### src/rtl/gpio_pkg.sv
package gpio_pkg;

  // Word index of each register (byte offset / 4).
  typedef enum logic [2:0] {
    RG_DOUT   = 3'd0,
    RG_DIR    = 3'd1,
    RG_PAD    = 3'd2,
    RG_CFG_LO = 3'd3,
    RG_CFG_HI = 3'd4,
    RG_MASK   = 3'd5,
    RG_FLAG   = 3'd6,
    RG_ANY    = 3'd7
  } reg_sel_e;

  // Per-pin trigger codes: bit 1 selects edge, bit 0 selects the active polarity.
  localparam logic [1:0] TRIG_LOW  = 2'b00;
  localparam logic [1:0] TRIG_HIGH = 2'b01;
  localparam logic [1:0] TRIG_RISE = 2'b10;
  localparam logic [1:0] TRIG_FALL = 2'b11;

endpackage

### src/rtl/gpio_pin_event.sv
module gpio_pin_event (
  input  logic       pad_new,
  input  logic       pad_old,
  input  logic       is_out,
  input  logic       any_en,
  input  logic [1:0] trig,
  input  logic       reeval,
  output logic       hit
);
  import gpio_pkg::*;

  logic moved;
  assign moved = pad_new ^ pad_old;

  always_comb begin
    hit = 1'b0;
    if (!is_out) begin
      if (any_en) begin
        hit = moved;
      end else if (trig == TRIG_RISE || trig == TRIG_FALL) begin
        // Edge: a change whose new value differs from the polarity bit.
        hit = moved && (pad_new != trig[0]);
      end else begin
        // Level: evaluated on a change or on a forced re-evaluation.
        hit = (moved || reeval) && (pad_new == trig[0]);
      end
    end
  end

endmodule

### src/rtl/gpio_irq_merge.sv
module gpio_irq_merge #(
  parameter int DATA_W    = 32,
  parameter bit SPLIT_IRQ = 1'b0
) (
  input  logic              clk,
  input  logic              rst,
  input  logic [DATA_W-1:0] flag_i,
  input  logic [DATA_W-1:0] mask_i,
  output logic              irq_lo_o,
  output logic              irq_hi_o
);
  localparam int HALF = DATA_W / 2;

  logic [DATA_W-1:0] pend;
  logic              lo_n;
  logic              hi_n;

  assign pend = flag_i & mask_i;

  generate
    if (SPLIT_IRQ) begin : g_split
      assign lo_n = |pend[HALF-1:0];
      assign hi_n = |pend[DATA_W-1:HALF];
    end else begin : g_single
      assign lo_n = |pend;
      assign hi_n = 1'b0;
    end
  endgenerate

  always_ff @(posedge clk) begin
    if (rst) begin
      irq_lo_o <= 1'b0;
      irq_hi_o <= 1'b0;
    end else begin
      irq_lo_o <= lo_n;
      irq_hi_o <= hi_n;
    end
  end

endmodule

### src/rtl/gpio_port.sv
module gpio_port #(
  parameter int DATA_W      = 32,
  parameter int ADDR_W      = 6,
  parameter bit HAS_ANYEDGE = 1'b1,
  parameter bit SPLIT_IRQ   = 1'b0
) (
  input  logic              clk,
  input  logic              rst,
  input  logic              wr_en_i,
  input  logic              rd_en_i,
  input  logic [ADDR_W-1:0] addr_i,
  input  logic [DATA_W-1:0] wdata_i,
  output logic [DATA_W-1:0] rdata_o,
  input  logic [DATA_W-1:0] pad_i,
  output logic [DATA_W-1:0] gpio_o,
  output logic [DATA_W-1:0] gpio_oe_o,
  output logic              irq_lo_o,
  output logic              irq_hi_o
);
  import gpio_pkg::*;

  localparam int CFG_W = 2 * DATA_W;

  logic [DATA_W-1:0] dout_q, dir_q, pad_q, cfg_lo_q, cfg_hi_q;
  logic [DATA_W-1:0] mask_q, flag_q, any_q, rdata_q;
  logic [DATA_W-1:0] set_vec, clr_vec, rd_mux;
  logic [CFG_W-1:0]  cfg_all;
  logic              reeval_q;
  logic              in_map, wr_hit, reeval_n;
  reg_sel_e          word;

  // Decode: aligned offsets inside the 8-word window only.
  assign word   = reg_sel_e'(addr_i[4:2]);
  assign in_map = (addr_i[1:0] == 2'b00) && ((addr_i >> 5) == '0);
  assign wr_hit = wr_en_i && in_map;

  assign reeval_n = wr_hit && (word == RG_DIR || word == RG_CFG_LO ||
                               word == RG_CFG_HI || word == RG_FLAG ||
                               word == RG_ANY);

  assign cfg_all = {cfg_hi_q, cfg_lo_q};
  assign clr_vec = (wr_hit && word == RG_FLAG) ? wdata_i : '0;

  // Control registers.
  always_ff @(posedge clk) begin
    if (rst) begin
      dout_q   <= '0;
      dir_q    <= '0;
      cfg_lo_q <= '0;
      cfg_hi_q <= '0;
      mask_q   <= '0;
      pad_q    <= '0;
      flag_q   <= '0;
      reeval_q <= 1'b0;
    end else begin
      if (wr_hit) begin
        case (word)
          RG_DOUT:   dout_q   <= wdata_i;
          RG_DIR:    dir_q    <= wdata_i;
          RG_CFG_LO: cfg_lo_q <= wdata_i;
          RG_CFG_HI: cfg_hi_q <= wdata_i;
          RG_MASK:   mask_q   <= wdata_i;
          default:   ;
        endcase
      end
      pad_q    <= pad_i;
      flag_q   <= (flag_q & ~clr_vec) | set_vec;
      reeval_q <= reeval_n;
    end
  end

  // Optional both-edge override register.
  generate
    if (HAS_ANYEDGE) begin : g_any
      always_ff @(posedge clk) begin
        if (rst)                             any_q <= '0;
        else if (wr_hit && word == RG_ANY)   any_q <= wdata_i;
      end
    end else begin : g_no_any
      assign any_q = '0;
    end
  endgenerate

  // Per-pin event detection.
  generate
    for (genvar p = 0; p < DATA_W; p++) begin : g_pin
      gpio_pin_event u_evt (
        .pad_new (pad_i[p]),
        .pad_old (pad_q[p]),
        .is_out  (dir_q[p]),
        .any_en  (any_q[p]),
        .trig    (cfg_all[2*p +: 2]),
        .reeval  (reeval_q),
        .hit     (set_vec[p])
      );
    end
  endgenerate

  // Readback.
  always_comb begin
    rd_mux = '0;
    if (in_map) begin
      case (word)
        RG_DOUT:   rd_mux = (dout_q & dir_q) | (pad_q & ~dir_q);
        RG_DIR:    rd_mux = dir_q;
        RG_PAD:    rd_mux = pad_q & ~dir_q;
        RG_CFG_LO: rd_mux = cfg_lo_q;
        RG_CFG_HI: rd_mux = cfg_hi_q;
        RG_MASK:   rd_mux = mask_q;
        RG_FLAG:   rd_mux = flag_q;
        RG_ANY:    rd_mux = any_q;
        default:   rd_mux = '0;
      endcase
    end
  end

  always_ff @(posedge clk) begin
    if (rst)          rdata_q <= '0;
    else if (rd_en_i) rdata_q <= rd_mux;
  end

  assign rdata_o   = rdata_q;
  assign gpio_o    = dout_q & dir_q;
  assign gpio_oe_o = dir_q;

  gpio_irq_merge #(
    .DATA_W    (DATA_W),
    .SPLIT_IRQ (SPLIT_IRQ)
  ) u_irq (
    .clk      (clk),
    .rst      (rst),
    .flag_i   (flag_q),
    .mask_i   (mask_q),
    .irq_lo_o (irq_lo_o),
    .irq_hi_o (irq_hi_o)
  );

endmodule

### config.mk
export PLATFORM = sky130hd
export DESIGN_NAME = gpio_port
export DESIGN_NICKNAME = d
export VERILOG_FILES = /design/src/rtl/gpio_pkg.sv /design/src/rtl/gpio_pin_event.sv /design/src/rtl/gpio_irq_merge.sv /design/src/rtl/gpio_port.sv
export SDC_FILE = /design/constraint.sdc
export NUM_CORES = 1
export LEC_CHECK = 0
export BUFFER_PORTS_ARGS = -buffer_cell sky130_fd_sc_hd__buf_2
export CAP_MARGIN = 20
export CORE_MARGIN = 8
export CORE_UTILIZATION = 35
export DETAILED_ROUTE_END_ITERATION = 6
export GPL_ROUTABILITY_DRIVEN = 0
export PLACE_DENSITY = 0.62
export SKIP_LAST_GASP = 1
export SLEW_MARGIN = 0
export SYNTH_ARGS = -nofsm -noshare
export SYNTH_HDL_FRONTEND = slang
export SYNTH_SLANG_ARGS = --single-unit
### constraint.sdc
create_clock -name clk -period 3.4 [get_ports clk]
set_input_delay 0.51 -clock clk [delete_from_list [all_inputs] [get_ports clk]]
set_output_delay 0.51 -clock clk [all_outputs]
set_load 0.005 [all_outputs]
# Word-level counts from Yosys, hierarchy flattened

Cells that the tools add are included.

Bitwise gates (word level): 40
Reductions and logical operators: 146
Equality and inequality tests: 135
Mux-type cells: 99

Operator list:

| kind                                                             | number |
|---|---|
| 32-bit case mux with 8 select lines                              | 1 |
| 32-bit bitwise AND                                               | 4 |
| 2-bit == test (second input constant)                            | 64 |
| 1-bit two-way mux                                                | 96 |
| 1-bit logical AND                                                | 69 |
| 1-bit logical OR                                                 | 68 |
| 32-bit two-way mux                                               | 2 |
| 32-bit NOT                                                       | 2 |
| 32-bit OR                                                        | 2 |
| 1-bit == test                                                    | 32 |
| 1-bit inequality test                                            | 32 |
| 32-bit OR reduction                                              | 1 |
| 1-bit XOR                                                        | 32 |
| 3-bit == test (second input constant)                            | 4 |
| 2-bit AND reduction                                              | 5 |
| 3-bit by 2-bit == test with 1-bit output (second input constant) | 2 |
| 6-bit logical NOT                                                | 1 |
| 3-bit by 1-bit == test with 1-bit output (second input constant) | 1 |
| 3-bit logical NOT                                                | 1 |
| 2-bit logical NOT                                                | 1 |

Register bits after elaboration: 290
Input bits: 74
Word-level logic and storage cells: 431

# Logic depth before layout (Yosys ltp)

Depth after elaboration: 8
Gate-level depth with buffers: 8
Gate-level depth less buffers: 4

# Cells and area by module

Synthesis repeated with hierarchy kept, for this count alone.

Cell total of the unflattened synthesis: 1,832
Area total of the unflattened synthesis: 14,676.6 µm²

By module, submodules not included:

| module         | area an instance (µm²) | instances | cells each |
|---|---|---|---|
| gpio_port      | 12,238.0               | 1         | 1,487 |
| gpio_pin_event | 70.1                   | 32        | 10 |
| gpio_irq_merge | 196.4                  | 1         | 25 |

# Worst setup path after synthesis

No wires, ideal clock.

Kind: input port to flip-flop
Start point: input addr_i[1]
End point: register cfg_hi_q[24]
Cell stages on the path: 7
Buffers on the path: 3
Library setup time: 0.132 ns
Slack: 1.395 ns
Arrival: 1.872 ns
Data required time: 3.268 ns
Cell sequence: or4b_1 buf_4 or3_1 buf_2 buf_6 nand2_1 a21oi_1

Longest elaborated chain between the ends: 4

RTL lines:

| item                                 | line            | RTL |
|---|---|---|
| start, declared                      | gpio_port.sv:11 | `input logic [ADDR_W-1:0] addr_i,` |
| 2-bit logical NOT                    | gpio_port.sv:34 | `assign in_map = (addr_i[1:0] == 2'b00) && ((addr_i >> 5) == '0);` |
| 1-bit logical AND                    | gpio_port.sv:34 |  |
| 1-bit logical AND                    | gpio_port.sv:35 | `assign wr_hit = wr_en_i && in_map;` |
| 2-bit AND reduction (no source line) | n/a             |  |
| end signal, assigned                 | gpio_port.sv:61 | `RG_CFG_HI: cfg_hi_q <= wdata_i;` |
| end, declared                        | gpio_port.sv:24 | `logic [DATA_W-1:0] dout_q, dir_q, pad_q, cfg_lo_q, cfg_hi_q;` |

Every way passes these cells.
A chain may end at the register's enable or synchronous reset.

==> run summary <==
Die ar.: 50580 um^2
unique cell type count in the Yosys netlist: 61
Final nets: 2128
run status: complete, no violations
worst hold start: pad_i[27]
P&R area growth vs syn: 15.13%
vias in the first global route: 14198
post-route clock skew: 19.37 ps
Ant. Diodes: 0
LEAKAGE: 6.248 nW
CP Class: primary input to register
H-tree levels: 2
placed cell count: 2603
final hold vios: 0
site row count: 76
Syn Nets: 2044
max_slew headroom: 36.95%
share of layout cells above drive strength 1: 13.58%
max incr delay on CP: 590 ps
Post-synth EDFFs: 0
RSZ-0062 raised after global routing: no
Worst EP arrival: 2600 ps
post-synth top area share: 38.01%
Max Buffers Root-to-Sink: 3
endpoint type of the worst setup path: register
commonest non-fill, non-tap cell in the layout: nand2_1
CTS tree: done
post-detail-place hpwl: 40910 um
Die Wd: 224.9 um
Avg WL per Cell: 21.90 um
postcts setup bufs: 0
vias per cell: 5.662
CTS clk-pin slew, worst paths: 60 ps
Mean Syn Cell Area: 7.752 um^2
Worst path slowest cell: nand2b_1
I/O Buffers: 170
Startpoint Class: primary input
ys async rst share: 0%
antenna violations before repair: 1
drt pass-1 iters: 6
Reg area: 5807 um^2
Hold Crit Class: primary input to register
PwrDens: 455.8 nW/um^2
setup tns final: 0 ps
worst-margin pin slew: 945.7 ps
CP startpoint: rd_en_i
PostCTS Resize Cnt: 0
Mapped Cells: 1970
GRT Util Overall: 22.09%
buffers and inverters on the worst path: 2
first-pass GRT wire length: 88020 um
Max-Cap Viols: 0
Final period util: 64.15%
dominant cell type by area after synthesis: dfxtp_1
crit-path leading delay family: simple AND/OR/NAND/NOR gates
# setup viols final: 0
Worst EP required: 3810 ps
DRC: 0
routed vias: 15073
fin cells: 2662
critical-path maximum fanout: 10
most frequent cells in the layout: 449 x nand2_1, 289 x dfxtp_1, 245 x a21oi_1
final WL: 58310 um
largest net degree at the start of global routing: 165
Clock Tree Root: clkbuf_16
I/O Pins: 172
die height: 224.9 um
fillers: 4338
Worst IR Drop VDD: 0.0002864 V
Final Slew Violations: 0
critical-path cell list: buf_2 -> or4b_1 -> nand2b_1 -> buf_4 -> o31ai_1
clk_lat worst skew: 520 ps
Synth Cell Area: 15270 um^2
post-layout util: 40.82%
DR iter-0 viols: 1646
post-route antenna net violation count: 0
fin crit period: 2181 ps
total grt overflow: 0
post-cts hold buffer count: 0
multi-input logic area: 8264 um^2
flops & latches, synth: 290
CTS buffer count: 34
YS warnings: 0
Fmax achieved: 458.5 MHz
Seq/Total Area, Yosys: 38.01%
Sink Count: 290
top cells by area, synth: dfxtp_1 38%, nand2_1 11%, a21oi_1 8.0%
Most used DFF post-synth: dfxtp_1
initial core utilization: 35.45%
Worst R2R Start: flag_q[26]
core footprint: 43080 um^2
[through the flow]
step | cell area [um^2] | hold slack, ps | total power [mW] | setup WS (ps)
floorplan | 15270 | 431.7 | 3.934 | 1395
global placement | 16380 | 436.8 | 4.187 | 582.8
detailed placement | 16410 | 442.2 | 4.205 | 731.0
CTS | 17580 | 248.5 | 8.033 | 1288
global route | 17580 | 270.3 | 8.240 | 1206
finish | 17580 | 259.1 | 8.015 | 1219
[final timing paths]
check	end	slack [ps]	cells past startpoint
max reg2reg	u_irq.irq_lo_o	1530	4
max	rdata_o[7]	1220	5
min reg2reg	dout_q[7]	450	2
min	pad_q[27]	260	2
[metal layers]
layer	part of all wire (%)	vias up	GRT usage, %
met5	0.021	-	0
met4	3.3	2	7.491
met3	8.4	96	3.839
met2	45	725	35.18
met1	43	7252	29.89
li1	-	6998	-
[Yosys cell counts (18+ instances only)]
master       n
a211oi_1    20
nor2_1      27
nand2_1    449
inv_1       98
nor3b_1     36
o21a_1      21
nor2b_1     89
a221oi_1    36
dfxtp_1    290
buf_2       39
and3b_1     20
a22o_1      18
o21ai_0     55
a22oi_1     25
and2_1      25
a21oi_1    245
xor2_1      21
clkbuf_1    80
nor3_1      18
nand2b_1    34
o31ai_1     18
a31oi_1     29
buf_4       36
o2bb2ai_1   24
mux2i_1     68
[kinds of logic (layout without fill, tap and decap cells)]
| logic type | Yosys count | after routing | synth area share [%] |
|---|---|---|---|
| XOR/XNOR | 33 | 33 | 1.893 |
| AO/OA/AOI/OAI | 574 | 574 | 24.29 |
| other | 1 | 1 | 0.02455 |
| buffers and inverters | 266 | 373 | 7.988 |
| multiplexers | 70 | 70 | 4.604 |
| flip-flops | 290 | 290 | 38.01 |
| AND/OR/NAND/NOR | 736 | 736 | 23.19 |
[report_power, final]
part	internal [mW]	total (mW)	switching, mW
Clock	2.38	3.87	1.49
Combinational	0.216	0.615	0.400
Sequential	3.45	3.53	0.0766
[layout make-up]
type | instances | area share, %
multi-input cells | 1414 | 47.00
flip-flops and latches | 290 | 33.03
repair buffers | 215 | 7.009
clock buffers | 52 | 6.041
well taps | 585 | 4.163
inverters | 99 | 2.113
clock inverters | 7 | 0.6475
[flip-flops by register name, summed over array words and instances, names as in the netlist]
signal,count
flag_q,32
pad_q,32
dout_q,32
reeval_q,1
cfg_lo_q,32
mask_q,32
any_q,32
u_irq.irq_lo_o,1
rdata_o,32
gpio_oe_o,32
cfg_hi_q,32
Power figures use the tool's default switching activity.
